$ cat config.mk
export PLATFORM = sky130hd
export DESIGN_NAME = irq_entry_seq
export DESIGN_NICKNAME = d
export VERILOG_FILES = /design/src/rtl/irq_seq_pkg.sv /design/src/rtl/irq_prio_enc.sv /design/src/rtl/irq_vec_calc.sv /design/src/rtl/irq_push_unit.sv /design/src/rtl/irq_entry_seq.sv
export SDC_FILE = /design/constraint.sdc
export NUM_CORES = 1
export LEC_CHECK = 0
export BUFFER_PORTS_ARGS = -buffer_cell sky130_fd_sc_hd__buf_2
export CAP_MARGIN = 20
export CORE_MARGIN = 4
export CORE_UTILIZATION = 34
export DETAILED_ROUTE_END_ITERATION = 7
export PLACE_DENSITY = 0.7
export SETUP_SLACK_MARGIN = 0.1
export SYNTH_ARGS = -nofsm -noshare
export SYNTH_HDL_FRONTEND = slang
export SYNTH_SLANG_ARGS = --single-unit
$ cat constraint.sdc
create_clock -name clk -period 5.3 [get_ports clk]
set_input_delay 0.265 -clock clk [delete_from_list [all_inputs] [get_ports clk]]
set_output_delay 0.265 -clock clk [all_outputs]
set_load 0.02 [all_outputs]
$ cat src/rtl/irq_seq_pkg.sv
package irq_seq_pkg;

  typedef enum logic [1:0] {
    ST_IDLE = 2'd0,
    ST_PUSH = 2'd1,
    ST_LOAD = 2'd2
  } seq_state_e;

  function automatic int cnt_width(input int n);
    return (n > 1) ? $clog2(n) : 1;
  endfunction

endpackage

$ cat src/rtl/irq_prio_enc.sv
module irq_prio_enc #(
  parameter int N     = 32,
  parameter int IDX_W = 6
) (
  input  logic [N-1:0]     req_i,
  output logic             any_o,
  output logic [IDX_W-1:0] idx_o,
  output logic [N-1:0]     onehot_o
);

  logic [N:0] seen;

  assign seen[0] = 1'b0;

  genvar g;
  generate
    for (g = 0; g < N; g++) begin : g_chain
      assign seen[g+1]   = seen[g] | req_i[g];
      assign onehot_o[g] = req_i[g] & ~seen[g];
    end
  endgenerate

  assign any_o = seen[N];

  always_comb begin
    idx_o = '0;
    for (int i = 0; i < N; i++) begin
      if (onehot_o[i]) idx_o = idx_o | IDX_W'(i);
    end
  end

endmodule

$ cat src/rtl/irq_vec_calc.sv
module irq_vec_calc #(
  parameter int VEC_W    = 6,
  parameter int PC_W     = 24,
  parameter bit LONG_VEC = 1'b1
) (
  input  logic [VEC_W-1:0] vec_i,
  output logic [PC_W-1:0]  pc_o
);

  generate
    if (LONG_VEC) begin : g_two_word
      assign pc_o = PC_W'({vec_i, 1'b0});
    end else begin : g_one_word
      assign pc_o = PC_W'(vec_i);
    end
  endgenerate

endmodule

$ cat src/rtl/irq_push_unit.sv
module irq_push_unit #(
  parameter int PC_BYTES = 3,
  parameter int SP_W     = 16,
  localparam int PC_W    = 8 * PC_BYTES,
  localparam int CNT_W   = irq_seq_pkg::cnt_width(PC_BYTES)
) (
  input  logic            clk,
  input  logic            rst_n,
  input  logic            start_i,
  input  logic [PC_W-1:0] pc_i,
  input  logic [SP_W-1:0] sp_i,
  input  logic            ready_i,
  output logic            valid_o,
  output logic [SP_W-1:0] addr_o,
  output logic [7:0]      data_o,
  output logic [SP_W-1:0] sp_base_o,
  output logic            done_o
);

  logic             active_q;
  logic [CNT_W-1:0] cnt_q;
  logic [PC_W-1:0]  pc_q;
  logic [SP_W-1:0]  sp_q;
  logic [7:0]       bytes [PC_BYTES];
  logic             last;
  logic             fire;

  genvar g;
  generate
    for (g = 0; g < PC_BYTES; g++) begin : g_bytes
      assign bytes[g] = pc_q[8*g +: 8];
    end
  endgenerate

  assign last = (cnt_q == CNT_W'(PC_BYTES - 1));
  assign fire = active_q & ready_i;

  always_ff @(posedge clk or negedge rst_n) begin
    if (!rst_n) begin
      active_q <= 1'b0;
      cnt_q    <= '0;
      pc_q     <= '0;
      sp_q     <= '0;
    end else if (start_i) begin
      active_q <= 1'b1;
      cnt_q    <= '0;
      pc_q     <= pc_i;
      sp_q     <= sp_i;
    end else if (fire) begin
      if (last) active_q <= 1'b0;
      else      cnt_q    <= cnt_q + 1'b1;
    end
  end

  assign valid_o   = active_q;
  assign addr_o    = sp_q - SP_W'(cnt_q);
  assign data_o    = bytes[cnt_q];
  assign sp_base_o = sp_q;
  assign done_o    = fire & last;

endmodule

$ cat src/rtl/irq_entry_seq.sv
module irq_entry_seq
  import irq_seq_pkg::*;
#(
  parameter int NUM_SRC  = 32,
  parameter int PC_BYTES = 3,
  parameter int SP_W     = 16,
  parameter bit LONG_VEC = 1'b1,
  localparam int PC_W    = 8 * PC_BYTES,
  localparam int VEC_W   = $clog2(NUM_SRC + 1)
) (
  input  logic               clk,
  input  logic               rst_n,
  input  logic               rst_req_i,
  input  logic [NUM_SRC-1:0] pend_i,
  input  logic               gie_i,
  input  logic               skip_i,
  input  logic [PC_W-1:0]    pc_i,
  input  logic [SP_W-1:0]    sp_i,
  output logic               busy_o,
  output logic               wr_valid_o,
  input  logic               wr_ready_i,
  output logic [SP_W-1:0]    wr_addr_o,
  output logic [7:0]         wr_data_o,
  output logic               pc_load_o,
  output logic [PC_W-1:0]    pc_new_o,
  output logic               sp_load_o,
  output logic [SP_W-1:0]    sp_new_o,
  output logic               gie_clr_o,
  output logic [NUM_SRC-1:0] pend_clr_o,
  output logic               rst_ack_o,
  output logic               vec_taken_o,
  output logic [VEC_W-1:0]   vec_num_o
);

  seq_state_e         st_q, st_d;
  logic               enc_any;
  logic [VEC_W-1:0]   enc_idx;
  logic [NUM_SRC-1:0] enc_onehot;
  logic               accept;
  logic               push_done;
  logic [SP_W-1:0]    sp_base;
  logic [VEC_W-1:0]   cap_vec;
  logic [NUM_SRC-1:0] cap_clr;
  logic               cap_rst;
  logic [PC_W-1:0]    vec_pc;
  logic               in_load;

  irq_prio_enc #(
    .N     (NUM_SRC),
    .IDX_W (VEC_W)
  ) u_enc (
    .req_i    (pend_i),
    .any_o    (enc_any),
    .idx_o    (enc_idx),
    .onehot_o (enc_onehot)
  );

  assign accept = (st_q == ST_IDLE) && gie_i && !skip_i && (rst_req_i || enc_any);

  irq_push_unit #(
    .PC_BYTES (PC_BYTES),
    .SP_W     (SP_W)
  ) u_push (
    .clk       (clk),
    .rst_n     (rst_n),
    .start_i   (accept),
    .pc_i      (pc_i),
    .sp_i      (sp_i),
    .ready_i   (wr_ready_i),
    .valid_o   (wr_valid_o),
    .addr_o    (wr_addr_o),
    .data_o    (wr_data_o),
    .sp_base_o (sp_base),
    .done_o    (push_done)
  );

  irq_vec_calc #(
    .VEC_W    (VEC_W),
    .PC_W     (PC_W),
    .LONG_VEC (LONG_VEC)
  ) u_vec (
    .vec_i (cap_vec),
    .pc_o  (vec_pc)
  );

  always_ff @(posedge clk or negedge rst_n) begin
    if (!rst_n) begin
      cap_vec <= '0;
      cap_clr <= '0;
      cap_rst <= 1'b0;
    end else if (accept) begin
      cap_rst <= rst_req_i;
      cap_vec <= rst_req_i ? '0 : (enc_idx + VEC_W'(1));
      cap_clr <= rst_req_i ? '0 : enc_onehot;
    end
  end

  always_comb begin
    st_d = st_q;
    unique case (st_q)
      ST_IDLE: if (accept)    st_d = ST_PUSH;
      ST_PUSH: if (push_done) st_d = ST_LOAD;
      ST_LOAD:                st_d = ST_IDLE;
      default:                st_d = ST_IDLE;
    endcase
  end

  always_ff @(posedge clk or negedge rst_n) begin
    if (!rst_n) st_q <= ST_IDLE;
    else        st_q <= st_d;
  end

  assign in_load     = (st_q == ST_LOAD);
  assign busy_o      = (st_q != ST_IDLE);
  assign pc_load_o   = in_load;
  assign sp_load_o   = in_load;
  assign gie_clr_o   = in_load;
  assign vec_taken_o = in_load;
  assign rst_ack_o   = in_load & cap_rst;
  assign pc_new_o    = in_load ? vec_pc : '0;
  assign vec_num_o   = in_load ? cap_vec : '0;
  assign sp_new_o    = in_load ? (sp_base - SP_W'(PC_BYTES)) : '0;
  assign pend_clr_o  = in_load ? cap_clr : '0;

endmodule

==> results.sh <==
export IMPL_maxSlewViolCount=0
export IMPL_skew_ps=6.882
export IMPL_start_util=0.3518
export IMPL_postRouteAntennaNets=0
export IMPL_cts_resized_gates=0
export IMPL_final_cell_count_no_fill=975
export IMPL_route_met3_wl_um=769
export IMPL_cp_end_kind="output pin"
export IMPL_cp_required_ps=5040
export IMPL_syn_inst=640
export IMPL_drt_total_wl_um=14150
export IMPL_viasPerCell=4.882
export IMPL_status="completed"
export IMPL_place_gp_congestion=0.8711
export IMPL_cp_arrival_ps=3030
export IMPL_grt_pass1_wl_um=23250
export IMPL_grt_pass1_vias=4585
export IMPL_grt_antenna_before_repair=1
export IMPL_finalHoldViolations=0
export IMPL_dr_total_vias=4760
export IMPL_timing_setup_tns_ps=0
export IMPL_wl_met2_um=6520
export IMPL_cts_buffers=9
export IMPL_setup_violations=0
export IMPL_syn2layout_area_growth_pct=24.03
export IMPL_track_usage=0.1623
export IMPL_ys_seq_elements=84
export IMPL_nets=870
export IMPL_dp_hpwl_um=10550
export IMPL_max_slew_margin=0.4022
export IMPL_die_width_um=131.3
export IMPL_clock_sinks=84
export IMPL_remaining_drc_errors=0
export IMPL_grt_setup_unrepaired="false"
export IMPL_crit_fanout=12
export IMPL_p_leak_nw=3.343
export IMPL_ctsHoldBuffers=0
export IMPL_fin_crit_sh=0.6219
export IMPL_fp_row_count=44
export IMPL_ys_seq_area_frac=0.4065
export IMPL_maxUsedRoutingLayer="met5"
export IMPL_grt_max_degree=85
export IMPL_worst_slew_pin_slew_ps=894.4
export IMPL_cts_tree="done"
export IMPL_cts_buffer_depth=2
export IMPL_n_fill_cell=1488
export IMPL_drive_gt1_frac=0.2630
export IMPL_io_pins=187
export IMPL_maxCapViolCount=0
export IMPL_post_drt_wl_per_cell_um=14.51
export IMPL_drtPass1Iterations=4
export IMPL_timing_fmax_mhz=303.4
export IMPL_num_antenna_cells=0
export IMPL_clk_pin_slew_ps=60
export IMPL_r2r_slack_ps=2550
export IMPL_holdCritPathClass="input port to flop"
export IMPL_layout_min_cycle_time_ps=3296
export IMPL_ys_warn_count=0
export IMPL_yosys_cell_count_top_type="nand2_1"
export IMPL_synth_commonest_cells="nand2_1, dfrtp_1, nor2_1, and2_1, buf_4"
export IMPL_post_cts_buffers=0
export IMPL_async_flop_share=1.000
export IMPL_cts_root_buf="clkbuf_16"
export IMPL_start_kind="flop"
export IMPL_power_density_nw_per_um2=443.2
export IMPL_synth_largest_area_cell="dfrtp_1"
export IMPL_clkLatencyLatePin_ps=340
export IMPL_port_buffers=168
export IMPL_wl_met1_um=6565
export IMPL_drtIter0Drc=263
export IMPL_die_y_um=131.3
export IMPL_ir_drop_v=0.0001840
export IMPL_grt_ovfl_total=0
export IMPL_avgSynthCellArea_um2=8.080
export IMPL_power_mw=2.842
export IMPL_synth_cell_types=54
export IMPL_core_area_um2=14700
export IMPL_netlist_area_leader_share=0.4065
export IMPL_synth_flop_cell="dfrtp_1"
export IMPL_die_area_um2=17250
export IMPL_synth_enable_flop_cells=0
export IMPL_path_class="flop to output pin"
export IMPL_syn_cell_area_um2=5171
export IMPL_synth_area_leaders="dfrtp_1, nand2_1, and2_1"
export IMPL_cts_max_level=3
export IMPL_placed_cells=956
## registers in the layout (all words and copies together) (netlist names)
register,cells
cap_clr,32
u_push.pc_q,24
u_push.sp_base_o,16
cap_vec,6
st_q,2
u_push.cnt_q,2
cap_rst,1
u_push.valid_o,1
## report_power, final
part	total (mW)	internal (mW)	switching, mW
Sequential	1.04	0.827	0.208
Combinational	1.12	0.421	0.702
Clock	0.685	0.426	0.259
Total	2.84	1.67	1.17
## cells by family (layout without fill, tap and decap cells)
group / Yosys count / in the layout / share of synthesized area
AOI/OAI and AO/OA: 70 / 70 / 0.08880
xor gates and xnor gates: 29 / 29 / 0.04912
adders and majority gates: 6 / 6 / 0.01597
buffers and inverters: 69 / 203 / 0.07356
DFF: 84 / 84 / 0.4065
muxes: 8 / 8 / 0.01549
other: 1 / 18 / 0.0007252
and+or+nand+nor: 373 / 373 / 0.3499
## metrics by stage
step	hold WS, ps	utilization	setup WS (ps)	area (µm²)
floorplan	-30.59	-	2545	5235
global route	100.6	0.4363	1791	6414
global placement	444.3	0.4084	2066	6003
detailed placement	452.2	0.4098	2266	6023
CTS	91.24	0.4319	1993	6349
finish	108.7	0.4363	2004	6414
## final timing paths
path / start / to / cells after the start
max in group asynchronous: rst_n / cap_clr[22]$_DFFE_PN0P_ / 3
hold / removal: sp_i[2] / u_push.sp_base_o[2]$_DFFE_PN0P_ / 3
hold reg to reg: cap_clr[23]$_DFFE_PN0P_ / cap_clr[23]$_DFFE_PN0P_ / 2
setup reg to reg: st_q[1]$_DFFE_PN0P_ / cap_clr[11]$_DFFE_PN0P_ / 6
setup / recovery: u_push.cnt_q[0]$_DFFE_PN0P_ / wr_addr_o[13] / 8
min in group asynchronous: rst_n / u_push.sp_base_o[4]$_DFFE_PN0P_ / 2
## worst max-delay path, stage by stage (launching register included)
cell,delay [ps]
dfrtp_1,760
ha_1,270
inv_1,60
a211oi_1,340
nand2_1,140
or3_1,430
nor4_1,330
xor2_1,170
buf_2,180
## final cells by class
cell class | count | area (µm²) | share of cell area
well taps | 184 | 230.2 | 0.03590
inverters | 13 | 48.80 | 0.007608
multi-input cells | 504 | 2764 | 0.4309
clock buffers | 10 | 239.0 | 0.03726
flip-flops and latches | 84 | 2102 | 0.3277
clock inverters | 6 | 86.33 | 0.01346
repair buffers | 174 | 943.4 | 0.1471
## layout by cell type, fill, tap and decap left out, types with 3 or more instances in the layout
master       n
o21ai_0     27
nor4_2       3
nand3b_1     8
a2111oi_0    3
nor2b_1      7
mux2i_1      8
nand4b_1     8
or3_1        3
nor4_4       3
or2_2        4
conb_1      18
dfrtp_1     84
clkbuf_16    9
o31ai_1      3
xnor2_1     14
a21oi_1     11
buf_2      167
inv_1       13
xor2_1      15
buf_4        3
nand2_1    197
nor3_1       9
nand4_1      3
nand3_1     18
a211oi_1     4
nor2_1      48
nor4_1       9
and2_1      41
nand2b_1     4
o21ai_1      3
ha_1         5
## routing by layer
layer  GRT usage  up-vias
li1            -     2369
met1      0.2130     2227
met2      0.2607      139
met3     0.03746       23
met4     0.06534        2
met5           0        -
No activity file was read; power rests on OpenSTA's default activity.
